$ cat src/rtl/pwrseq_pkg.sv
package pwrseq_pkg;

    typedef enum logic [1:0] {
        ST_IDLE  = 2'b00,
        ST_RAIL1 = 2'b01,
        ST_RAIL2 = 2'b10,
        ST_READY = 2'b11
    } seq_state_e;

    localparam int NUM_RAILS = 3;
    localparam int PG_CORE   = 0;
    localparam int PG_MEZZ   = 1;
    localparam int PG_VADJ   = 2;

endpackage

$ cat src/rtl/pwrseq_sync.sv
module pwrseq_sync #(
    parameter int               WIDTH   = 1,
    parameter int               STAGES  = 2,
    parameter logic [WIDTH-1:0] RST_VAL = '0
) (
    input  logic             clk,
    input  logic             rst_n,
    input  logic [WIDTH-1:0] d,
    output logic [WIDTH-1:0] q
);
    logic [WIDTH-1:0] chain_q [STAGES];

    always_ff @(posedge clk or negedge rst_n) begin
        if (!rst_n) begin
            for (int i = 0; i < STAGES; i++) chain_q[i] <= RST_VAL;
        end else begin
            chain_q[0] <= d;
            for (int i = 1; i < STAGES; i++) chain_q[i] <= chain_q[i-1];
        end
    end

    assign q = chain_q[STAGES-1];
endmodule

$ cat src/rtl/pwrseq_debounce.sv
module pwrseq_debounce #(
    parameter int   HOLD_CYC = 16,
    parameter logic RST_VAL  = 1'b1
) (
    input  logic clk,
    input  logic rst_n,
    input  logic din,
    output logic dout
);
    localparam int CW = (HOLD_CYC > 2) ? $clog2(HOLD_CYC) : 1;
    localparam logic [CW-1:0] LAST = CW'(HOLD_CYC - 1);

    logic          stable_q;
    logic [CW-1:0] cnt_q;

    always_ff @(posedge clk or negedge rst_n) begin
        if (!rst_n) begin
            stable_q <= RST_VAL;
            cnt_q    <= '0;
        end else if (din == stable_q) begin
            cnt_q <= '0;
        end else if (cnt_q == LAST) begin
            stable_q <= din;
            cnt_q    <= '0;
        end else begin
            cnt_q <= cnt_q + 1'b1;
        end
    end

    assign dout = stable_q;


    db_accept_after_hold_chk: assert property (@(posedge clk) disable iff (!rst_n)
        (stable_q != $past(stable_q)) |-> ($past(cnt_q) == LAST));


    db_cnt_bound_chk: assert property (@(posedge clk) disable iff (!rst_n)
        cnt_q <= LAST);
endmodule

$ cat src/rtl/pwrseq_timer.sv
module pwrseq_timer #(
    parameter int LIMIT = 1000
) (
    input  logic clk,
    input  logic rst_n,
    input  logic clr,
    output logic expired
);
    localparam int CW = $clog2(LIMIT + 1);
    localparam logic [CW-1:0] TOP = CW'(LIMIT);

    logic [CW-1:0] cnt_q;

    always_ff @(posedge clk or negedge rst_n) begin
        if (!rst_n)             cnt_q <= '0;
        else if (clr)           cnt_q <= '0;
        else if (cnt_q != TOP)  cnt_q <= cnt_q + 1'b1;
    end

    assign expired = (cnt_q == TOP);


    tmr_no_overflow_chk: assert property (@(posedge clk) disable iff (!rst_n)
        cnt_q <= TOP);


    tmr_clear_chk: assert property (@(posedge clk) disable iff (!rst_n)
        clr |=> (cnt_q == '0));
endmodule

$ cat src/rtl/board_power_seq.sv
module board_power_seq
    import pwrseq_pkg::*;
#(
    parameter int         TIMEOUT_CYC  = 100000,
    parameter int         DEBOUNCE_CYC = 50000,
    parameter int         SYNC_STAGES  = 2,
    parameter logic [2:0] VADJ_SEL     = 3'b100
) (
    input  logic       clk,
    input  logic       rst_n,
    input  logic       btn_n,
    input  logic       core_pg,
    input  logic       mezz_pg,
    input  logic       vadj_pg,
    output logic       core_en,
    output logic       mezz_en,
    output logic       vadj_en,
    output logic [2:0] vadj_sel,
    output logic       osc_en,
    output logic       prog_req_n,
    output logic [1:0] seq_state,
    output logic       seq_fault
);
    seq_state_e           state_q, state_d;
    logic [NUM_RAILS-1:0] pg_s;
    logic                 btn_s, btn_db;
    logic                 stage_clr, stage_expired;
    logic                 in_stage;

    pwrseq_sync #(.WIDTH(NUM_RAILS), .STAGES(SYNC_STAGES), .RST_VAL('0)) u_pg_sync (
        .clk(clk), .rst_n(rst_n), .d({vadj_pg, mezz_pg, core_pg}), .q(pg_s));

    pwrseq_sync #(.WIDTH(1), .STAGES(SYNC_STAGES), .RST_VAL(1'b1)) u_btn_sync (
        .clk(clk), .rst_n(rst_n), .d(btn_n), .q(btn_s));

    pwrseq_debounce #(.HOLD_CYC(DEBOUNCE_CYC), .RST_VAL(1'b1)) u_btn_db (
        .clk(clk), .rst_n(rst_n), .din(btn_s), .dout(btn_db));

    pwrseq_timer #(.LIMIT(TIMEOUT_CYC)) u_stage_tmr (
        .clk(clk), .rst_n(rst_n), .clr(stage_clr), .expired(stage_expired));

    // State register
    always_ff @(posedge clk or negedge rst_n) begin
        if (!rst_n) state_q <= ST_IDLE;
        else        state_q <= state_d;
    end

    // Next-state logic: a lost rail takes priority over advancing
    always_comb begin
        state_d = state_q;
        unique case (state_q)
            ST_IDLE:  state_d = ST_RAIL1;
            ST_RAIL1: if (pg_s[PG_CORE]) state_d = ST_RAIL2;
            ST_RAIL2: begin
                if (!pg_s[PG_CORE])                        state_d = ST_IDLE;
                else if (pg_s[PG_MEZZ] && pg_s[PG_VADJ])   state_d = ST_READY;
            end
            ST_READY: if (!(&pg_s)) state_d = ST_IDLE;
        endcase
    end

    assign stage_clr = (state_d != state_q);

    // Output decode
    always_comb begin
        core_en    = 1'b0;
        mezz_en    = 1'b0;
        vadj_en    = 1'b0;
        osc_en     = 1'b0;
        prog_req_n = 1'b0;
        in_stage   = 1'b0;
        unique case (state_q)
            ST_IDLE: ;
            ST_RAIL1: begin
                core_en  = 1'b1;
                in_stage = 1'b1;
            end
            ST_RAIL2: begin
                core_en  = 1'b1;
                mezz_en  = 1'b1;
                vadj_en  = 1'b1;
                in_stage = 1'b1;
            end
            ST_READY: begin
                core_en    = 1'b1;
                mezz_en    = 1'b1;
                vadj_en    = 1'b1;
                osc_en     = 1'b1;
                prog_req_n = btn_db;
            end
        endcase
    end

    assign seq_fault = in_stage && stage_expired;
    assign seq_state = state_q;
    assign vadj_sel  = VADJ_SEL;


    idle_to_rail1_chk: assert property (@(posedge clk) disable iff (!rst_n)
        (state_q == ST_IDLE) |=> (state_q == ST_RAIL1));


    ready_loss_restart_chk: assert property (@(posedge clk) disable iff (!rst_n)
        (state_q == ST_READY && !(&pg_s)) |=> (state_q == ST_IDLE));


    rail2_core_loss_chk: assert property (@(posedge clk) disable iff (!rst_n)
        (state_q == ST_RAIL2 && !pg_s[PG_CORE]) |=> (state_q == ST_IDLE));


    rail1_hold_chk: assert property (@(posedge clk) disable iff (!rst_n)
        (state_q == ST_RAIL1 && !pg_s[PG_CORE]) |=> (state_q == ST_RAIL1));


    prog_release_ready_chk: assert property (@(posedge clk) disable iff (!rst_n)
        $rose(prog_req_n) |-> (state_q == ST_READY));


    ready_entry_chk: assert property (@(posedge clk) disable iff (!rst_n)
        (state_q == ST_READY && $past(state_q) != ST_READY) |-> ($past(pg_s[PG_MEZZ]) && $past(pg_s[PG_VADJ])));
endmodule

$ cat config.mk
export PLATFORM = sky130hd
export DESIGN_NAME = board_power_seq
export DESIGN_NICKNAME = d
export VERILOG_FILES = /design/src/rtl/pwrseq_pkg.sv /design/src/rtl/pwrseq_sync.sv /design/src/rtl/pwrseq_debounce.sv /design/src/rtl/pwrseq_timer.sv /design/src/rtl/board_power_seq.sv
export SDC_FILE = /design/constraint.sdc
export NUM_CORES = 1
export LEC_CHECK = 0
export ABC_AREA = 1
export BUFFER_PORTS_ARGS = -buffer_cell sky130_fd_sc_hd__buf_2
export CAP_MARGIN = 20
export CORE_ASPECT_RATIO = 0.6
export CORE_MARGIN = 3
export CORE_UTILIZATION = 55
export DETAILED_ROUTE_END_ITERATION = 8
export PLACE_DENSITY = 0.74
export SLEW_MARGIN = 30
export SYNTH_ARGS = -nofsm -noshare
export SYNTH_HDL_FRONTEND = slang
export SYNTH_SLANG_ARGS = --single-unit
$ cat constraint.sdc
create_clock -name clk -period 2.3 [get_ports clk]
set_input_delay 0.115 -clock clk [delete_from_list [all_inputs] [get_ports clk]]
set_output_delay 0.115 -clock clk [all_outputs]
set_load 0.02 [all_outputs]
# Word level (Yosys, flattened, before mapping)
# Index checks and enable logic that the tools add are counted.
[word_totals]
regBits = 44
latch_bits = 0
mem_bits_rw = 0
mem_bits_ro = 0
in_bits = 6
output_inout_bits = 11
wordCells = 42
mem_count = 0
[op_classes]
addsub = 2
mul = 0
div = 0
order_cmp = 0
eq_ne = 8
n_shift = 0
n_mux = 14
bitwise = 1
n_reduce_logical = 9
[op_table]
columns = ["operator", "count"]
rows = [
  ["17-bit two-way mux", 2],
  ["16-bit two-way mux", 2],
  ["17-bit by 1-bit adder with 17-bit output (second input constant)", 1],
  ["17-bit equality test (second input constant)", 1],
  ["17-bit inequality test (second input constant)", 1],
  ["16-bit by 1-bit adder with 16-bit output (second input constant)", 1],
  ["16-bit equality test (second input constant)", 1],
  ["2-bit two-way mux", 4],
  ["2-bit one-hot mux with 4 select lines", 1],
  ["1-bit two-way mux", 5],
  ["2-bit equality test (second input constant)", 2],
  ["2-bit OR reduction", 2],
  ["3-bit AND reduction", 1],
  ["3-bit OR reduction", 1],
  ["2-bit by 1-bit equality test with 1-bit output (second input constant)", 1],
  ["1-bit logical AND", 2],
  ["2-bit logical NOT", 1],
  ["2-bit inequality test", 1],
  ["2-bit AND reduction", 1],
  ["2-bit nonzero test", 1],
  ["1-bit equality test", 1],
  ["1-bit NOT", 1],
]

# Depth between registers and ports, before layout
# Gate-level depths: netlist of the first run.
[logic_depth]
word_depth = 6
depth_mapped = 11
depth_no_buf = 10

# Modules after synthesis
# A second synthesis of the first run with hierarchy kept.
[hier_totals]
hier_cells = 347
hier_area_um2 = 2665.1
[modules_own_cells]
columns = ["module", "instances", "cells_each", "area_each_um2", "seq_area_each_um2"]
rows = [
  ["pwrseq_timer", 1, 168, 1159.9, 425.4],
  ["pwrseq_debounce", 1, 120, 980.9, 426.7],
  ["board_power_seq", 1, 48, 299.0, 50.0],
  ["pwrseq_sync at u_pg_sync", 1, 9, 172.7, 150.1],
  ["pwrseq_sync at u_btn_sync", 1, 2, 52.6, 52.6],
]

# Worst setup path after synthesis of the first run
# OpenSTA, ideal clock, no wires.
[synth_timing]
path_kind = "reg2reg"
start = "reg state_q[1], in the netlist seq_state[1]"
end = "reg u_stage_tmr.cnt_q[10]"
setup_time_ns = 0.120
arrival_time_ns = 1.584
required_ns = 2.180
slack_ns = 0.595
path_stages_with_launch = 8
path_buffers = 1
synth_period_minus_slack_ns = 1.705
cell_sequence = "dfrtp_1 -> ha_1 -> nand4_1 -> nand3_2 -> nand3_1 -> nand3_4 -> buf_6 -> nor2_2"
[synth_via]
elab_chain_len = 5
elab_cells_between_ends = 12
classes_between = "4 x eq/ne; 6 x mux; 2 x reduce/logical"
[synth_rtl]
columns = ["item", "line", "text"]
rows = [
  ["start: declaration", "board_power_seq.sv:24", "seq_state_e state_q, state_d;"],
  ["start signal: assignment", "board_power_seq.sv:45", "else state_q <= state_d;"],
  ["2-bit two-way mux", "board_power_seq.sv:56", "else if (pg_s[PG_MEZZ] && pg_s[PG_VADJ]) state_d = ST_READY;"],
  ["2-bit two-way mux", "board_power_seq.sv:55", "if (!pg_s[PG_CORE]) state_d = ST_IDLE;"],
  ["2-bit one-hot mux with 4 select lines", "board_power_seq.sv:51", "unique case (state_q)"],
  ["2-bit inequality test *", "board_power_seq.sv:62", "assign stage_clr = (state_d != state_q);"],
  ["17-bit two-way mux / 2-bit nonzero test (equally long branches)", "--", ""],
  ["end signal: assignment", "pwrseq_timer.sv:17", "else if (cnt_q != TOP) cnt_q <= cnt_q + 1'b1;"],
  ["end: declaration", "pwrseq_timer.sv:12", "logic [CW-1:0] cnt_q;"],
]
# Mark *: on every way between the ends. The rest lies on a longest branch, timed or not.
# A chain may end at the register's enable or synchronous reset.

# Worst setup path after layout of the first run
[layout_timing]
start = "reg u_stage_tmr.cnt_q[0]"
end = "out seq_fault"
[layout_via]
elab_chain_len = 2
[layout_rtl]
columns = ["item", "line", "text"]
rows = [
  ["17-bit equality test", "pwrseq_timer.sv:20", "assign expired = (cnt_q == TOP);"],
  ["1-bit logical AND", "board_power_seq.sv:94", "assign seq_fault = in_stage && stage_expired;"],
  ["end: declaration", "board_power_seq.sv:22", "output logic seq_fault"],
]
# Every way passes these cells.

==> metrics.sh, run 1 <==
OUTCOME='finished, final reports clean'
NUMBER_OF_ANTENNA_VIOLATIONS_AT_THE_FIRST_CHECK_IN_GLOBAL_ROUTING=0
ROUTED_VIA_DENSITY=5.18
CRITICAL_PATH_PEAK_FANOUT=4
FLOORPLAN.IO_PINS=17
IO_BUFFER_COUNT=13
SETUP-TNS-FINAL_NS=0
CTS_BUFFERS=5
SYNTH_AREA_SQ_UM=2440
ROUTE.DETAILED.WL_PER_INST_UM=12.8
MET3_LENGTH_UM=319
CRITPATHSLOWESTCELL='sky130_fd_sc_hd__dfrtp_1'
CTS_HOLD_REPAIR.BUFFERS=5
DP.FINAL_HPWL_UM=3530
FINALWORSTPATHREQUIREDPERIOD_NS=1.80
AREAGROWTHSYNTHTOFINISH_PCT=10.9
DRV.MAX_CAP_VIOLATION_COUNT=0
ROUTED_WL_UM=4810
YS_SEQ_AREA_SHARE_PCT=45.4
AREA_OF_THE_MULTI_INPUT_GATES_SQ_UM=1160
GRT_FIRST_PASS_WIRELENGTH_UM=8660
XOR_XNOR_FRACTION_OF_SYNTH_AREA_PCT=6.83
CRIT_PATH_MAX_INCR_DELAY_NS=0.38
YS_SEQ_ELEMENTS=44
CTS-ROOT-BUF='sky130_fd_sc_hd__clkbuf_8'
FINAL_CELL_COUNT_NO_FILL=377
YOSYS_TOP_CELL_BY_AREA='sky130_fd_sc_hd__dfrtp_1'
P_LEAK_nW=1.20
N_FILL_CELL=376
DRTITER0DRC=165
DIE-AREA_SQ_UM=5290
CLKSLEWWORSTSETUPHOLDPATHS_NS=0.08
CP_CELL_SEQUENCE='inv_1 -> ha_1 -> nand3_1 -> nor2_1 -> nand3_1 -> nor2_1 -> buf_2'
SYNTH-SIMPLE-AREA-SHARE_PCT=34.5
SYNTHDOMINANTCELLAREASHARE_PCT=42.1
SYNTH_FA_HA_AREA_SHARE_PCT=3.60
DP_CELLS=364
MAX_FREQ_GHz=0.555
SYNTH_COMPOUND_AREA_SHARE_PCT=2.21
CLOCK_PATH_BUFFERS=2
POST_CTS.RESIZED_INSTANCES=0
INSTANCE_COUNT_OF_THE_MAPPED_NETLIST=294
WORSTPATHBUFFERINVERTERCOUNT=2
DRTANTENNAVIOLNETS=0
CORE.ROWCOUNT=18
WORSTPATHREQUIRED_NS=2.18
CP-START-KIND='register'
POWER.IR.VDD_WORST_mV=0.402
WORST-R2R-SETUP-SLACK_NS=0.51
POST-ROUTE-PERIOD-UTIL_PCT=78.4
MIN_PATH_TYPE='input port to async pin'
SYNTH_MUX_AREA_SHARE_PCT=0
SYNTH.LIB_CELLS_USED.DISTINCT=30
FINAL_LAYOUT_SIZE_SUFFIX_GT1_SHARE_PCT=18.0
DRT_FIRST_PASS_ITERS=4
INSERTEDDIODECOUNT=0
MAPPED_AVG_CELL_AREA_SQ_UM=8.29
CTS_TREE='done'
CTS_SINKS=44
SYNTH.TOP_CELLS.BY_AREA='sky130_fd_sc_hd__dfrtp_1 (42%), sky130_fd_sc_hd__nand2_1 (8.6%), sky130_fd_sc_hd__xor2_1 (6.8%)'
SEQCELLAREA_SQ_UM=1100
PLACEABLECOREAREA_SQ_UM=4190
FP.DIEW_UM=91.9
POWER_PER_CELL_AREA_nW_PER_UM2=756
DR.MAX_LAYER_USED='met4'
FINAL_NETS=329
CP_ARRIVAL_NS=1.69
DETAILROUTE.VIA_COUNT=1953
SYNTH_TOP_FAMILY_BY_AREA='simple AND/OR/NAND/NOR gates'
GRT_START_MAX_NET_PINS=26
REPORT.FINAL.SLEW_VIOL_COUNT=0
CLK-INSERTION-DELAY-LATE_NS=0.30
GR-TOTAL-OVERFLOW=0
YOSYS_WARNINGS=0
TIMING.CRITICAL_PATH.MAX_DELAY_FAMILY='simple AND/OR/NAND/NOR gates'
FLOORPLAN.INITIALDENSITY_PCT=58.2
WL_MET1_UM=2690
FIRST_GLOBAL_VIAS=1763
RSZ0062_AT_GRT='no'
DIEHEIGHT_UM=57.6
TIMING_HOLD_VIOLATIONS_FINAL=0
FIN_WORST_SKEW_NS=0.00703
ROUTE.DETAILED.DRC=0
CTS_SETUP_BUFFERS=0
GLOBAL_ROUTE.USAGE.TOTAL_PCT=21.2
SETUP_VIOL=0
SETUP.WORST_PATH.END_CLASS='output port'
PATH_CLASS='register to output port'
PLACE.GP.CONGESTION=0.882
CTSHTREEMAXLEVEL=2
DR_WL_MET2_UM=1740
## state kept, by name, summed over array words and instances (netlist names)
register	flops
u_btn_db.cnt_q	16
u_pg_sync.chain_q	3
u_btn_db.dout	1
seq_state	2
u_pg_sync.q	3
u_btn_sync.chain_q	1
u_stage_tmr.cnt_q	17
u_btn_sync.q	1
## cell families (layout without fill, tap and decap cells)
group	count (synthesis)	count (layout)
DFF	44	44
xor gates and xnor gates	19	19
adders and majority gates	7	7
other	2	3
buffers and inverters	41	63
AOI/OAI and AO/OA	9	9
and+or+nand+nor	172	172
## placed cells by master (no fill, tap or decap), drive strengths merged
master and instances:
nand2 61, nor2 57, dfrtp 41, inv 36, nand3 23, xor2 19
nor3 16, buf 14, nand4 9, ha 7, clkbuf 6, dlygate4sd3 5
a21oi 4, conb 3, dfstp 3, o21ai 3, nor3b 3, o21bai 2
nor4 2, clkinv 2, or2 1
## final timing paths
check | depth (start not counted) | startpoint | end
setup / recovery | 7 | u_stage_tmr.cnt_q[0] | seq_fault
hold / removal | 2 | rst_n | u_stage_tmr.cnt_q[1]
setup reg to reg | 10 | seq_state[0] | u_stage_tmr.cnt_q[4]
hold reg to reg | 0 | u_pg_sync.chain_q[4] | u_pg_sync.q[1]
max in group asynchronous | 3 | rst_n | u_btn_db.cnt_q[14]
min in group clk | 0 | u_pg_sync.chain_q[4] | u_pg_sync.q[1]
## where the power goes
part,total [mW],internal [mW],switching [mW]
Sequential,0.870,0.820,0.0503
Combinational,0.672,0.196,0.476
Clock,0.500,0.240,0.261
Total,2.04,1.26,0.787
## Yosys cell counts (all sizes together)
master / count
nor3: 16
inv: 36
a21oi: 4
or2: 1
nand3: 23
o21ai: 3
nand2: 61
dfrtp: 41
xor2: 19
o21bai: 2
nand4: 9
buf: 5
nor3b: 3
ha: 7
dfstp: 3
nor4: 2
nor2: 57
conb: 2
## through the flow
step / hold slack [ns] / total power [mW] / worst slack, ns / util [%] / cell area [sq um]
floorplan: -0.181 / 1.42 / 0.595 / - / 2440
global placement: 0.220 / 1.53 / 0.614 / 60.6 / 2540
detailed placement: 0.0953 / 1.55 / 0.557 / 61.1 / 2560
CTS: 0.299 / 2.06 / 0.491 / 64.5 / 2700
global route: 0.355 / 2.18 / 0.337 / 64.5 / 2700
finish: 0.306 / 2.04 / 0.497 / 64.5 / 2700
## final cells by class
cell class	instances	share of cell area (%)
clock buffers	6	3.06
clock inverters	2	0.371
inverters	36	5.00
multi-input cells	210	42.9
flip-flops and latches	44	40.9
well taps	60	2.78
repair buffers	19	5.00
## metal layers
metal / GRT usage (%) / up-vias
met1: 34.6 / 902
met3: 5.53 / 7
li1: - / 971
met4: 5.71 / 0
met5: 0 / -
met2: 27.3 / 73
Note: power is estimated with default switching activity, not from simulation.
==> run 2, diff against run 1 <==
==> constraint.sdc (replaced) <==
create_clock -name clk -period 1.7 [get_ports clk]
set_input_delay 0.085 -clock clk [delete_from_list [all_inputs] [get_ports clk]]
set_output_delay 0.085 -clock clk [all_outputs]
set_load 0.02 [all_outputs]
==> metrics.sh, run 2 (synthesized netlist as in run 1, its figures left out) <==
OUTCOME='finished, final reports clean'
FINAL_NETS=338
POST-ROUTE-PERIOD-UTIL_PCT=97.7
PLACE_WORST_SETUP_SLACK_NS=-0.00918
CLKSLEWWORSTSETUPHOLDPATHS_NS=0.09
DETAILROUTE.VIA_COUNT=1998
SETUP_VIOL=0
GLOBAL_ROUTE.USAGE.TOTAL_PCT=21.3
LAYOUT_TOP_REGISTERS='u_stage_tmr.cnt_q: 17 flops, u_btn_db.cnt_q: 16 flops'
WORST_HOLD_SLACK_NS=0.232
DIEHEIGHT_UM=57.6
CP-START-KIND='register'
FINAL_LAYOUT_SIZE_SUFFIX_GT1_SHARE_PCT=25.8
DP_CELLS=366
CP_ARRIVAL_NS=1.58
ROUTE.DETAILED.DRC=0
CORE.ROWCOUNT=18
CTS_TREE='done'
ROUTED_WL_UM=5580
SETUP.WORST_PATH.END_CLASS='output port'
CTSHTREEMAXLEVEL=2
SETUP-TNS-FINAL_NS=0
UTILIZATION_AFTER_LAYOUT_PCT=68.9
DRTITER0DRC=215
GR-USAGE-MET3_PCT=5.53
FINISH.INSTANCE_AREA_SQ_UM=2890
LARGEST_REGISTER_FFS=17
ROUTED_VIA_DENSITY=5.18
ROUTE.DETAILED.WL_PER_INST_UM=14.5
LAYOUT_COMMONEST_CELL='sky130_fd_sc_hd__nand2_1'
DP.FINAL_HPWL_UM=3740
CLOCK_PATH_BUFFERS=2
AREAGROWTHSYNTHTOFINISH_PCT=18.5
FIRST_GLOBAL_VIAS=1731
CTS-ROOT-BUF='sky130_fd_sc_hd__clkbuf_8'
CTS_SINKS=44
CLK-INSERTION-DELAY-LATE_NS=0.30
FINAL_CELL_COUNT_NO_FILL=386
MET1_LAYER_USAGE_REPORTED_BY_GLOBAL_ROUTE_PCT=34.7
FIN_WORST_SKEW_NS=0.00341
DESIGN_POWER_TOTAL_mW=3.47
GRT_FIRST_PASS_WIRELENGTH_UM=8560
FLOORPLAN.IO_PINS=17
REGISTERS.TOP_BY_FF_COUNT='u_stage_tmr.cnt_q'
PLACEMENT.CELL_AREA_SQ_UM=2560
P_LEAK_nW=1.25
FINAL_CELL_MIX='sky130_fd_sc_hd__nand2_1 (56), sky130_fd_sc_hd__dfrtp_1 (40), sky130_fd_sc_hd__nor2_1 (38)'
CRITICAL_PATH_PEAK_FANOUT=4
MAX_FREQ_GHz=0.602
MIN_PATH_TYPE='input port to async pin'
POWER.IR.VDD_WORST_mV=0.553
RSZ0062_AT_GRT='yes'
NUMBER_OF_ANTENNA_VIOLATIONS_AT_THE_FIRST_CHECK_IN_GLOBAL_ROUTING=0
INSERTEDDIODECOUNT=0
DIE-AREA_SQ_UM=5290
MET2_TRACK_DEMAND_OVER_RESOURCE_PCT=27.3
FLOORPLAN.INITIALDENSITY_PCT=58.2
DRT_FIRST_PASS_ITERS=5
REPORT.FINAL.SLEW_VIOL_COUNT=0
PLACEABLECOREAREA_SQ_UM=4190
TIMING_HOLD_VIOLATIONS_FINAL=0
PLACE.GP.CONGESTION=0.914
FINALWORSTPATHREQUIREDPERIOD_NS=1.66
POST-ROUTE-WORST-SETUP-SLACK_NS=0.0395
GR-TOTAL-OVERFLOW=0
PATH_CLASS='register to output port'
DRTANTENNAVIOLNETS=0
IO_BUFFER_COUNT=13
GRT_START_MAX_NET_PINS=18
POWER_PER_CELL_AREA_nW_PER_UM2=1200
WORSTPATHREQUIRED_NS=1.62
TOP_USAGE_LAYER='met1'
DRV.MAX_CAP_VIOLATION_COUNT=0
CTS_BUFFERS=5
FP.DIEW_UM=91.9
-- run 2: area by class of cell --
type	count	area [sq um]
inverters	36	135
clock inverters	3	46.3
repair buffers	28	226
flip-flops and latches	44	1110
clock buffers	5	68.8
well taps	60	75.1
multi-input cells	210	1230
fillers	349	1300
-- run 2: path summary, 6_finish.rpt --
kind	end	slack (ns)	cells past startpoint	startpoint
setup / recovery	seq_fault	0.04	7	u_stage_tmr.cnt_q[1]
hold / removal	u_stage_tmr.cnt_q[14]	0.23	2	rst_n
setup reg to reg	u_stage_tmr.cnt_q[15]	0.05	10	seq_state[0]
hold reg to reg	u_btn_sync.q	0.36	0	u_btn_sync.chain_q[1]
max in group asynchronous	u_btn_sync.q	0.88	3	rst_n
min in group clk	u_btn_sync.q	0.36	0	u_btn_sync.chain_q[1]
-- run 2: routing by layer --
layer | wire length, um | vias up
met4 | 71 | 0
li1 | - | 980
met3 | 372 | 8
met5 | 0 | -
met2 | 2210 | 73
met1 | 2930 | 937
-- run 2: worst max-delay path: stages, from the launching register on --
cell and delay [ns]:
sky130_fd_sc_hd__dfrtp_1 0.43, sky130_fd_sc_hd__inv_2 0.09, sky130_fd_sc_hd__ha_4 0.15, sky130_fd_sc_hd__nand3_4 0.08, sky130_fd_sc_hd__nor2_4 0.14, sky130_fd_sc_hd__nand3_2 0.11, sky130_fd_sc_hd__nor2_2 0.14, sky130_fd_sc_hd__buf_6 0.13
-- run 2: what timing repair did --
action | 4_1_cts | 5_1_grt
setup endpoints to repair | 13 | 18
gates cloned | 0 | 1
buffers inserted | 1 | 5
resized for setup | 4 | 19
hold endpoints to repair | 17 | 0
pin swaps | 2 | 5
hold buffers | 5 | 0
-- run 2: power by group --
part | internal, mW | leakage, nW | switching, mW | total [mW]
Clock | 0.443 | 0.0548 | 0.385 | 0.828
Sequential | 1.11 | 0.582 | 0.0653 | 1.18
Combinational | 0.589 | 0.615 | 0.873 | 1.46
==> run 3, diff against run 2 <==
--- a/config.mk
+++ b/config.mk
@@ -10,9 +10,9 @@
 export CAP_MARGIN = 20
 export CORE_ASPECT_RATIO = 0.6
 export CORE_MARGIN = 3
-export CORE_UTILIZATION = 55
+export CORE_UTILIZATION = 60
 export DETAILED_ROUTE_END_ITERATION = 8
-export PLACE_DENSITY = 0.74
+export PLACE_DENSITY = 0.79
 export SLEW_MARGIN = 30
 export SYNTH_ARGS = -nofsm -noshare
 export SYNTH_HDL_FRONTEND = slang
==> metrics.sh, run 3 (synthesized netlist as in run 1, its figures left out) <==
GR-TOTAL-OVERFLOW=0
ROUTE.DETAILED.WL_PER_INST_UM=15.1
TIMING_HOLD_VIOLATIONS_FINAL=0
DETAILROUTE.VIA_COUNT=2084
POWER_PER_CELL_AREA_nW_PER_UM2=1150
PLACEMENT.CELL_AREA_SQ_UM=2550
LARGEST_REGISTER_FFS=17
DP_CELLS=354
ROUTED_WL_UM=5710
FINAL_CELL_MIX='sky130_fd_sc_hd__nand2_1 (56), sky130_fd_sc_hd__nor2_1 (41), sky130_fd_sc_hd__dfrtp_1 (39)'
DIE-AREA_SQ_UM=4890
DRV.MAX_CAP_VIOLATION_COUNT=0
WORST-R2R-SETUP-SLACK_NS=0.03
FINISH.INSTANCE_AREA_SQ_UM=2870
SETUP_VIOL=0
DRT_FIRST_PASS_ITERS=6
CORE.ROWCOUNT=17
FINAL_NETS=343
DRTANTENNAVIOLNETS=0
POWER.IR.VDD_WORST_mV=0.543
PATH_CLASS='register to register'
AREAGROWTHSYNTHTOFINISH_PCT=18.0
SLEW-LIMIT-HEADROOM_PCT=62.5
FINAL_LAYOUT_SIZE_SUFFIX_GT1_SHARE_PCT=25.4
CTS_BUFFERS=5
ROUTE.DETAILED.DRC=0
SETUP.WORST_PATH.END_CLASS='register'
CTS_TREE='done'
WORSTPATHREQUIRED_NS=1.90
FIRST_GLOBAL_VIAS=1837
NUMBER_OF_ANTENNA_VIOLATIONS_AT_THE_FIRST_CHECK_IN_GLOBAL_ROUTING=0
P_LEAK_nW=1.27
CLKSLEWWORSTSETUPHOLDPATHS_NS=0.08
POST-ROUTE-WORST-SETUP-SLACK_NS=0.0333
DP.FINAL_HPWL_UM=3630
MIN_PATH_TYPE='register to register'
FLOORPLAN.IO_PINS=17
CLOCK_PATH_BUFFERS=2
R2R_START='seq_state[0]'
ROUTED_VIA_DENSITY=5.51
PLACEABLECOREAREA_SQ_UM=3790
UTILIZATION_AFTER_LAYOUT_PCT=75.9
FINALWORSTPATHREQUIREDPERIOD_NS=1.67
HP-START='u_pg_sync.chain_q[3]'
LAYOUT_TOP_REGISTERS='u_stage_tmr.cnt_q: 17 flops, u_btn_db.cnt_q: 16 flops'
CRITICAL_PATH_PEAK_FANOUT=8
FP.DIEW_UM=88.3
WORST_SLEW_PIN_SLEW_NS=0.563
CP_CELL_SEQUENCE='inv_2 -> ha_1 -> nand2_1 -> inv_2 -> nand2_1 -> nand3_2 -> nand3_1 -> nand3_4 -> clkbuf_16 -> nor2_2'
FLOORPLAN.INITIALDENSITY_PCT=64.3
PLACE.GP.CONGESTION=0.921
CRIT_PATH_START='seq_state[0]'
CTSHTREEMAXLEVEL=2
INSERTEDDIODECOUNT=0
WORST_HOLD_SLACK_NS=0.355
CTS-ROOT-BUF='sky130_fd_sc_hd__clkbuf_8'
GLOBAL_ROUTE.USAGE.TOTAL_PCT=23.1
GRT_START_MAX_NET_PINS=45
CTS_SINKS=44
CRIT_PATH_MAX_INCR_DELAY_NS=0.44
POST-ROUTE-PERIOD-UTIL_PCT=98.0
PLACE_WORST_SETUP_SLACK_NS=-0.0332
CLK-INSERTION-DELAY-LATE_NS=0.30
LAYOUT_COMMONEST_CELL='sky130_fd_sc_hd__nand2_1'
IO_BUFFER_COUNT=13
DRTITER0DRC=198
CRITPATHSLOWESTCELL='sky130_fd_sc_hd__dfrtp_2'
OUTCOME='finished, final reports clean'
FINAL_CELL_COUNT_NO_FILL=378
CP_ARRIVAL_NS=1.86
FIN_WORST_SKEW_NS=0.00395
REGISTERS.TOP_BY_FF_COUNT='u_stage_tmr.cnt_q'
REPORT.FINAL.SLEW_VIOL_COUNT=0
MAX_FREQ_GHz=0.600
GRT_FIRST_PASS_WIRELENGTH_UM=8690
DIEHEIGHT_UM=55.4
CP-START-KIND='register'
==> run 3: cell count changes in the layout (fill, tap and decap cells not counted), sizes merged <==
| cell | previous run | this run |
|---|---|---|
| clkbuf | 6 | 7 |
| buf | 22 | 27 |
| clkinv | 0 | 2 |
| bufinv | 1 | 0 |
| inv | 37 | 36 |
| clkinvlp | 1 | 0 |
==> run 3: through the flow <==
stage | total power, mW | setup TNS (ns)
after floorplan | 1.93 | 0
after global placement | 2.07 | 0
after detailed placement | 2.10 | -0.372
after CTS | 2.94 | -0.0235
after global routing | 3.46 | -0.731
final | 3.31 | 0
==> run 3: final timing paths <==
path,end,cells after the start
min,u_pg_sync.q[0],0
max in group asynchronous,seq_state[0],3
max reg2reg,u_stage_tmr.cnt_q[8],10
min reg2reg,u_pg_sync.q[0],0
max,u_stage_tmr.cnt_q[8],10
min in group asynchronous,u_stage_tmr.cnt_q[2],3
==> run 3: cell type report <==
class,instances,area [sq um]
inverter,36,135
sequential,44,1110
tap,47,58.8
clock inverter,2,10.0
clock buffer,6,82.6
timing repair buffer,33,264
fill,243,912
multi-input combinational,210,1220
==> run 3: what timing repair did <==
item / CTS / global route
resized for setup: 5 / 14
hold buffers: 5 / 0
endpoints found under the setup margin: 18 / 20
endpoints found under the hold margin: 45 / 0
pin swaps: 2 / 6
gates cloned: 0 / 1
setup buffers: 2 / 8
==> run 3: worst max-delay path, delay by kind of cell (launching register included) <==
| kind | cells | cell delay, ns |
|---|---|---|
| simple gates | 6 | 0.55 |
| buf+inv | 3 | 0.39 |
| flops | 1 | 0.44 |
| fa+ha+maj | 1 | 0.19 |
==> run 3: layer usage <==
layer	vias up	GRT usage (%)	share of wire [%]
met5	-	0	0
met4	0	8.62	1.8
met3	15	5.37	8.9
met2	121	29.0	41
met1	949	37.6	48
li1	999	-	-
==> run 3: power breakdown <==
group	switching, mW	total, mW	internal [mW]
combinational	0.824	1.43	0.605
sequential	0.0723	1.19	1.11
clock	0.365	0.689	0.325
